**src/rtl/wdog_lp_pkg.sv**
```systemverilog
package wdog_lp_pkg;

    typedef enum logic [1:0] {
        MODE_RUN      = 2'd0,
        MODE_STOP     = 2'd1,
        MODE_STAB_IRQ = 2'd2,
        MODE_STAB_RST = 2'd3
    } lp_mode_e;

endpackage

```
**src/rtl/wdog_stab_delay.sv**
```systemverilog
module wdog_stab_delay #(
    parameter int STAB_CYCLES = 4064
) (
    input  logic clk_i,
    input  logic rst_ni,
    input  logic start_i,
    input  logic run_i,
    output logic done_o
);
    localparam int DW = $clog2(STAB_CYCLES + 1);
    localparam logic [DW-1:0] LAST = DW'(STAB_CYCLES - 1);

    typedef struct packed {
        logic [DW-1:0] dly;
    } dly_state_t;

    dly_state_t st_d, st_q;

    always_comb begin
        st_d = st_q;
        if (start_i) begin
            st_d.dly = '0;
        end else if (run_i && st_q.dly != LAST) begin
            st_d.dly = st_q.dly + DW'(1);
        end
    end

    always_ff @(posedge clk_i or negedge rst_ni) begin
        if (!rst_ni) begin
            st_q <= '0;
        end else begin
            st_q <= st_d;
        end
    end

    assign done_o = run_i && (st_q.dly == LAST);

endmodule

```
**src/rtl/wdog_lp_ctrl.sv**
```systemverilog
module wdog_lp_ctrl
    import wdog_lp_pkg::*;
(
    input  logic     clk_i,
    input  logic     rst_ni,
    input  logic     stop_req_i,
    input  logic     wait_req_i,
    input  logic     wake_irq_i,
    input  logic     wake_rst_i,
    input  logic     stop_to_wait_i,
    input  logic     dly_done_i,
    output lp_mode_e mode_o,
    output logic     cnt_clear_o,
    output logic     cnt_enable_o,
    output logic     dly_start_o,
    output logic     dly_run_o
);
    typedef struct packed {
        lp_mode_e mode;
    } ctrl_state_t;

    ctrl_state_t st_d, st_q;

    logic enter_lp;
    logic stop_kind;
    logic go_stop;
    logic any_wake;

    always_comb begin
        enter_lp  = stop_req_i || wait_req_i;
        stop_kind = stop_req_i && !stop_to_wait_i;
        go_stop   = enter_lp && stop_kind;
        any_wake  = wake_irq_i || wake_rst_i;

        st_d         = st_q;
        cnt_clear_o  = 1'b0;
        dly_start_o  = 1'b0;

        unique case (st_q.mode)
            MODE_RUN: begin
                if (go_stop) begin
                    st_d.mode   = MODE_STOP;
                    cnt_clear_o = 1'b1;
                end
            end
            MODE_STOP: begin
                if (any_wake) begin
                    dly_start_o = 1'b1;
                    st_d.mode   = wake_rst_i ? MODE_STAB_RST : MODE_STAB_IRQ;
                end
            end
            MODE_STAB_IRQ: begin
                if (dly_done_i) begin
                    st_d.mode = MODE_RUN;
                end
            end
            MODE_STAB_RST: begin
                if (dly_done_i) begin
                    st_d.mode   = MODE_RUN;
                    cnt_clear_o = 1'b1;
                end
            end
            default: st_d.mode = MODE_RUN;
        endcase
    end

    always_ff @(posedge clk_i or negedge rst_ni) begin
        if (!rst_ni) begin
            st_q.mode <= MODE_RUN;
        end else begin
            st_q <= st_d;
        end
    end

    assign mode_o       = st_q.mode;
    assign cnt_enable_o = (st_q.mode != MODE_STOP);
    assign dly_run_o    = (st_q.mode == MODE_STAB_IRQ) || (st_q.mode == MODE_STAB_RST);

endmodule

```
**src/rtl/wdog_cop_count.sv**
```systemverilog
module wdog_cop_count #(
    parameter int CNT_W    = 16,
    parameter int TERMINAL = 50000
) (
    input  logic             clk_i,
    input  logic             rst_ni,
    input  logic             clear_i,
    input  logic             enable_i,
    input  logic             kick_i,
    output logic [CNT_W-1:0] count_o,
    output logic             bark_o
);
    localparam logic [CNT_W-1:0] TERM_C = CNT_W'(TERMINAL);

    typedef struct packed {
        logic [CNT_W-1:0] cnt;
        logic             bark;
    } cnt_state_t;

    cnt_state_t st_d, st_q;

    always_comb begin
        st_d      = st_q;
        st_d.bark = 1'b0;
        if (clear_i) begin
            st_d.cnt = '0;
        end else if (enable_i) begin
            if (kick_i) begin
                st_d.cnt = '0;
            end else if (st_q.cnt == TERM_C) begin
                st_d.cnt  = '0;
                st_d.bark = 1'b1;
            end else begin
                st_d.cnt = st_q.cnt + CNT_W'(1);
            end
        end
    end

    always_ff @(posedge clk_i or negedge rst_ni) begin
        if (!rst_ni) begin
            st_q <= '0;
        end else begin
            st_q <= st_d;
        end
    end

    assign count_o = st_q.cnt;
    assign bark_o  = st_q.bark;

endmodule

```
**src/rtl/wdog_lp_top.sv**
```systemverilog
module wdog_lp_top
    import wdog_lp_pkg::*;
#(
    parameter int CNT_W       = 16,
    parameter int TERMINAL    = 50000,
    parameter int STAB_CYCLES = 4064
) (
    input  logic             clk_i,
    input  logic             rst_ni,
    input  logic             kick_i,
    input  logic             stop_req_i,
    input  logic             wait_req_i,
    input  logic             wake_irq_i,
    input  logic             wake_rst_i,
    input  logic             stop_to_wait_i,
    output logic [CNT_W-1:0] count_o,
    output logic             wdt_reset_o,
    output logic             osc_stable_o
);
    lp_mode_e mode_q;
    logic     cnt_clear;
    logic     cnt_enable;
    logic     dly_start;
    logic     dly_run;
    logic     dly_done;

    wdog_lp_ctrl u_ctrl (
        .clk_i         (clk_i),
        .rst_ni        (rst_ni),
        .stop_req_i    (stop_req_i),
        .wait_req_i    (wait_req_i),
        .wake_irq_i    (wake_irq_i),
        .wake_rst_i    (wake_rst_i),
        .stop_to_wait_i(stop_to_wait_i),
        .dly_done_i    (dly_done),
        .mode_o        (mode_q),
        .cnt_clear_o   (cnt_clear),
        .cnt_enable_o  (cnt_enable),
        .dly_start_o   (dly_start),
        .dly_run_o     (dly_run)
    );

    wdog_stab_delay #(
        .STAB_CYCLES(STAB_CYCLES)
    ) u_dly (
        .clk_i  (clk_i),
        .rst_ni (rst_ni),
        .start_i(dly_start),
        .run_i  (dly_run),
        .done_o (dly_done)
    );

    wdog_cop_count #(
        .CNT_W   (CNT_W),
        .TERMINAL(TERMINAL)
    ) u_cnt (
        .clk_i   (clk_i),
        .rst_ni  (rst_ni),
        .clear_i (cnt_clear),
        .enable_i(cnt_enable),
        .kick_i  (kick_i),
        .count_o (count_o),
        .bark_o  (wdt_reset_o)
    );

    assign osc_stable_o = (mode_q == MODE_RUN);

endmodule

```
**config.mk**
```make
export PLATFORM = sky130hd
export DESIGN_NAME = wdog_lp_top
export DESIGN_NICKNAME = d
export VERILOG_FILES = /design/src/rtl/wdog_lp_pkg.sv /design/src/rtl/wdog_stab_delay.sv /design/src/rtl/wdog_lp_ctrl.sv /design/src/rtl/wdog_cop_count.sv /design/src/rtl/wdog_lp_top.sv
export SDC_FILE = /design/constraint.sdc
export NUM_CORES = 1
export LEC_CHECK = 0
export BUFFER_PORTS_ARGS = -buffer_cell sky130_fd_sc_hd__buf_2
export CORE_MARGIN = 1.5
export CORE_UTILIZATION = 34
export DETAILED_ROUTE_END_ITERATION = 10
export PLACE_DENSITY_LB_ADDON = 0.3
export SYNTH_ARGS = -nofsm -noshare
export SYNTH_HDL_FRONTEND = slang
export SYNTH_SLANG_ARGS = --single-unit
```
**constraint.sdc**
```tcl
create_clock -name clk_i -period 1.95 [get_ports clk_i]
set_input_delay 0.2925 -clock clk_i [delete_from_list [all_inputs] [get_ports clk_i]]
set_output_delay 0.2925 -clock clk_i [all_outputs]
set_load 0.005 [all_outputs]
```
==> metrics.md, run 1 <==
| Metric | Value |
|---|---|
| Largest net degree at the start of global routing | 32 |
| Clock-pin slew on the worst setup and hold paths | 0.07 ns |
| H-tree levels | 2 |
| Vias per inst | 5.08 |
| Vias in the first global route | 1495 |
| # DRC | 0 |
| Overflow after GRT | 0 |
| Number of max-cap violations | 0 |
| Comb pwr share | 0.468 |
| Synth cell types | 46 |
| Commonest non-fill, non-tap cell in the layout | dfrtp_1 |
| Die ar. | 0.00581 sq mm |
| Final wirelength | 4.33 mm |
| Seq pwr share | 0.333 |
| Post-route cell area | 0.00236 sq mm |
| Synth Flop Type | dfrtp_1 |
| Wire per inst | 14.1 um |
| Worst Hold Class | primary input to asynchronous set/reset pin |
| CTS tree | done |
| Router iterations before antenna repair | 4 |
| Synth area leaders | dfrtp_1, ha_1, nand2_1, nand3_1, xor2_1 |
| Root buffer cell | clkbuf_8 |
| Min cycle time layout | 1.90 ns |
| Worst path required time | 2.11 ns |
| Max transition margin | 0.515 |
| Max Slew Vio Count | 0 |
| Maximum VDD drop | 0.000488 V |
| CP Launch Type | flop |
| Synthesized area | 0.00182 sq mm |
| Max FO, Critical Path | 8 |
| Sw Share | 0.388 |
| Synth area leader | dfrtp_1 |
| Number of synthesized register bits | 31 |
| Final setup viols | 0 |
| Internal power | 1.44 mW |
| Psw | 0.913 mW |
| Total power | 2.36 mW |
| Static leakage | 1.05 nW |
| Sequential area share after synthesis | 0.426 |
| Filler cell count | 529 |
| Share of total power in the clock network | 0.200 |
| Top-area cell type share of the netlist area | 0.426 |
| Avg Inst Size Synth | 9.45 sq um |
| RSZ-0062 raised after global routing | yes |
| Clk_skew | 0.00738 ns |
| Final #Nets | 253 |
| F_max | 0.525 GHz |
| Syn Nets | 209 |
| GP Congestion | 0.769 |
| Initial Util | 0.355 |
| Post-DP HPWL | 2.85 mm |
| CTS Buffer Depth | 2 |
| Area growth from synthesis to layout | 29.3% |
| Layout cells sized above 1 | 0.322 |
| Yosys warns | 0 |
| Core Region | 0.00514 sq mm |
| Die H | 76.2 um |
| Port bufs | 24 |
| Post-DP Area | 0.00212 sq mm |
| CP Capture Type | flop |
| Hold Violations, Final | 0 |
| Tightest Pin Transition | 0.727 ns |
| Most frequent cells in the layout | dfrtp_1, buf_2, nand2_1, buf_4, nor2_1 |
| Async set-reset flop share out of synthesis | 1.00 |
| Fin crit share | 0.976 |
| DRT antenna net count | 0 |
| Clock Sinks | 31 |
| Clk_lat worst skew | 0.28 ns |
| Initial DRC count | 63 |
| Critical path type | flop to flop |
| Vias | 1554 |
| TritonCTS Buffers | 5 |
| Total track usage | 0.150 |
| Width of the die | 76.2 um |
| Rows | 26 |
| Mapped Cells | 193 |
| Arrival time at the worst endpoint | 2.07 ns |
| Ports | 26 |
| Pwr/cell area | 999 mW/mm^2 |
| # diodes | 0 |
| Status | completed |
| First-pass GRT wire length | 6.88 mm |
| Initial antenna violation count | 0 |
| EDFF count, synth | 0 |
==> power groups by stage <==
stage               Clock (mW)  Sequential, mW  Combinational (mW)
floorplan                    0           0.805               0.610
global placement             0           0.794               0.905
detailed placement           0           0.797               0.917
CTS                      0.488           0.786               0.933
global route             0.519           0.789                1.23
finish                   0.471           0.784                1.10
==> state kept, by name, summed over array words and instances (netlist names) <==
register       count
u_cnt.bark_o       1
u_cnt.count_o     16
u_dly.st_q        12
u_ctrl.mode_o      2
==> area by class of cell <==
type	instances	area, sq um	share of cell area
Clock buffer	6	72.6	0.0308
Inverter	9	33.8	0.0143
Multi-Input combinational cell	146	1110	0.472
Sequential cell	31	776	0.329
Tap cell	70	87.6	0.0372
Timing Repair Buffer	44	274	0.116
==> worst paths after layout <==
path | slack, ns | depth (start not counted) | to | startpoint
max in group asynchronous | 1.42 | 1 | u_dly.st_q[3] | rst_ni
setup / recovery | 0.05 | 8 | u_cnt.count_o[14] | u_ctrl.mode_o[0]
setup reg to reg | 0.05 | 8 | u_cnt.count_o[14] | u_ctrl.mode_o[0]
hold reg to reg | 0.53 | 1 | u_cnt.count_o[14] | u_cnt.count_o[14]
min in group clk_i | 0.32 | 4 | u_cnt.bark_o | kick_i
hold / removal | 0.07 | 1 | u_dly.st_q[8] | rst_ni
==> repair_timing <==
action / in CTS / in global routing
resized for setup: 1 / 20
cloned: 0 / 1
hold endpoints to repair: 0 / 0
buffers inserted: 0 / 2
pin swaps: 0 / 5
hold buffers: 0 / 0
setup endpoints to repair: 2 / 12
==> cells by family (layout without fill, tap and decap cells) <==
logic type                 Yosys count  in the layout  synth area share
AOI/OAI and AO/OA                   35             35             0.143
xor gates and xnor gates            11             11            0.0529
adders and majority gates            8              8            0.0549
buffers and inverters               17             59            0.0419
DFF                                 31             31             0.426
muxes                                2              2            0.0117
and+or+nand+nor                     89             90             0.270
==> cell usage after synthesis (all sizes together), types with 2 or more instances <==
master,instances
a21oi,6
a22o,2
a31oi,6
and2,7
buf,4
clkbuf,4
dfrtp,31
ha,8
inv,9
nand2,19
nand2b,5
nand3,14
nand4,9
nor2,18
nor3,3
nor3b,2
nor4,2
o21ai,6
o311ai,4
o31ai,6
o32a,2
or2,2
or4,2
xnor2,3
xor2,8
==> per-stage QoR <==
| step | std cells | TNS [ns] | hold WS, ns | setup slack [ns] | utilization |
|---|---|---|---|---|---|
| floorplan | 193 | 0 | -0.00309 | 0.163 | - |
| global route | 306 | -0.254 | 0.113 | -0.0357 | 0.459 |
| CTS | 303 | 0 | 0.0885 | 0.0446 | 0.428 |
| detailed placement | 297 | -0.0534 | 0.394 | -0.0534 | 0.413 |
| global placement | 297 | 0 | 0.388 | 0.0427 | 0.413 |
| finish | 306 | 0 | 0.0662 | 0.0460 | 0.459 |
==> critical path, cell delays in order (launching register included) <==
cell and delay (ns):
dfrtp_1 0.43, inv_2 0.12, ha_4 0.21, nand2b_4 0.14, nor4_4 0.32, nor3b_4 0.13, buf_6 0.18, a31oi_1 0.17
o31ai_1 0.09
==> metal layers <==
metal | global-route usage | wire (um)
met2 | 0.246 | 2150
met5 | 0 | 0
met4 | 0.0389 | 31
met3 | 0.0539 | 147
met1 | 0.188 | 2000
(Power assumes the default switching activity.)
==> inputs of run 2 (changes only) <==
==> constraint.sdc (replaced) <==
create_clock -name clk_i -period 1.95 [get_ports clk_i]
set_input_delay 0.195 -clock clk_i [delete_from_list [all_inputs] [get_ports clk_i]]
set_output_delay 0.195 -clock clk_i [all_outputs]
set_load 0.005 [all_outputs]
==> metrics.md, run 2 (same netlist as run 1, synthesis figures left out) <==
| Metric | Value |
|---|---|
| CP max stage cell | dfrtp_1 |
| Critical path, cell by cell | inv_2 > ha_1 > nand2b_4 > nor4_4 > nor3b_4 > buf_6 > a31oi_1 > o31ai_2 |
| Vias | 1566 |
| Worst path bufs/invs | 2 |
| # diodes | 0 |
| Final #Nets | 251 |
| Worst path required time | 2.12 ns |
| Root buffer cell | clkbuf_8 |
| Maximum VDD drop | 0.000587 V |
| Overflow after GRT | 0 |
| Max transition margin | 0.524 |
| Filler cell count | 541 |
| Setup Buffers After CTS | 0 |
| F_max | 0.533 GHz |
| CTS tree | done |
| Clock-pin slew on the worst setup and hold paths | 0.07 ns |
| Hold Violations, Final | 0 |
| Vias per inst | 5.13 |
| DRT antenna net count | 0 |
| GP Congestion | 0.763 |
| Static leakage | 1.03 nW |
| Worst path max stage delay | 0.42 ns |
| Clk_skew | 0.00698 ns |
| Die ar. | 0.00581 sq mm |
| Rows | 26 |
| Setup ws final | 0.0744 ns |
| Die H | 76.2 um |
| Wire per inst | 13.3 um |
| Layout cells sized above 1 | 0.285 |
| Fin crit share | 0.962 |
| Placement Setup Slack | -0.0341 ns |
| H-tree levels | 2 |
| Core Region | 0.00514 sq mm |
| Critical path type | flop to flop |
| Port bufs | 24 |
| Max FO, Critical Path | 8 |
| Worst Hold Class | primary input to flop |
| CP Capture Type | flop |
| Pwr/cell area | 1000 mW/mm^2 |
| Ports | 26 |
| TritonCTS Buffers | 5 |
| Total track usage | 0.149 |
| Min cycle time layout | 1.88 ns |
| Initial antenna violation count | 0 |
| Status | completed |
| Clock Sinks | 31 |
| Most frequent cells in the layout | dfrtp_1, buf_2, nand2_1 |
| Number of max-cap violations | 0 |
| Max Slew Vio Count | 0 |
| Final wirelength | 4.05 mm |
| Post-DP HPWL | 2.85 mm |
| Vias in the first global route | 1541 |
| RSZ-0062 raised after global routing | yes |
| Max reg flops | 16 |
| Initial Util | 0.355 |
| Tightest Pin Transition | 0.714 ns |
| Commonest non-fill, non-tap cell in the layout | dfrtp_1 |
| First-pass GRT wire length | 6.98 mm |
| Arrival time at the worst endpoint | 2.04 ns |
| Post-layout util | 0.440 |
| Critical path's top delay family | simple AND/OR/NAND/NOR gates |
| Initial DRC count | 54 |
| CP Launch Type | flop |
| Final setup viols | 0 |
| Width of the die | 76.2 um |
| Area growth from synthesis to layout | 24.2% |
| Router iterations before antenna repair | 4 |
| Largest net degree at the start of global routing | 32 |
| CTS Buffer Depth | 2 |
| Clk_lat worst skew | 0.28 ns |
| # DRC | 0 |
-- run 2: changes by cell type in the layout (fill, tap and decap cells not counted), moves of 2 or more --
cell and change:
a31oi_1 +4, a31oi_4 -4, buf_4 -2, o311ai_1 +2, o311ai_2 -2
-- run 2: worst min-delay path, cell delays in order --
cell and delay, ns:
buf_2 0.08, o21ai_0 0.07, a21o_1 0.18
-- run 2: final cells by class --
| cell class | instances | area [sq um] | share of cell area |
|---|---|---|---|
| Multi-Input combinational cell | 145 | 1010 | 0.446 |
| Sequential cell | 31 | 776 | 0.343 |
| Timing Repair Buffer | 43 | 269 | 0.119 |
| Tap cell | 70 | 87.6 | 0.0387 |
| Clock buffer | 6 | 82.6 | 0.0365 |
| Inverter | 9 | 33.8 | 0.0149 |
| Clock inverter | 1 | 5.00 | 0.00221 |
-- run 2: metal layers --
metal  vias to the layer above  GRT usage  routed length (um)
met4                         0     0.0704                  80
met1                       747      0.190                1870
li1                        782          -                   -
met2                        28      0.242                1950
met5                         -          0                   0
met3                         9     0.0311                 145
-- run 2: through the flow --
step	hold WS [ns]	power (mW)	setup TNS, ns	instance area [sq um]	instances
3_5_place_dp	0.293	1.71	-0.0341	2120	297
6_report	0.279	2.27	0	2260	305
4_1_cts	0.275	2.25	0	2230	305
5_1_grt	0.312	2.44	-0.183	2260	305
2_1_floorplan	-0.101	1.41	0	1820	193
3_3_place_gp	0.291	1.70	0	2120	297
-- run 2: path summary, 6_finish.rpt --
path                             startpoint                end  slack, ns  cells after the start
min                              wake_irq_i   u_ctrl.mode_o[0]       0.28                      3
max in group asynchronous            rst_ni       u_cnt.bark_o       0.99                      2
min in group asynchronous            rst_ni  u_cnt.count_o[12]       0.50                      2
max                        u_ctrl.mode_o[0]  u_cnt.count_o[13]       0.07                      8
min reg2reg                  u_dly.st_q[11]     u_dly.st_q[11]       0.54                      2
max reg2reg                u_ctrl.mode_o[0]  u_cnt.count_o[13]       0.07                      8
-- run 2: what timing repair did --
action                                  in CTS  in global routing
pin swaps                                    0                  2
endpoints found under the setup margin       1                 12
hold endpoints to repair                    31                  0
hold buffers                                 1                  0
gates resized for setup                      1                 10
gates cloned                                 0                  0
-- run 2: where the power goes --
part | switching [mW] | internal (mW)
Clock | 0.237 | 0.277
Sequential | 0.0676 | 0.719
Combinational | 0.546 | 0.421
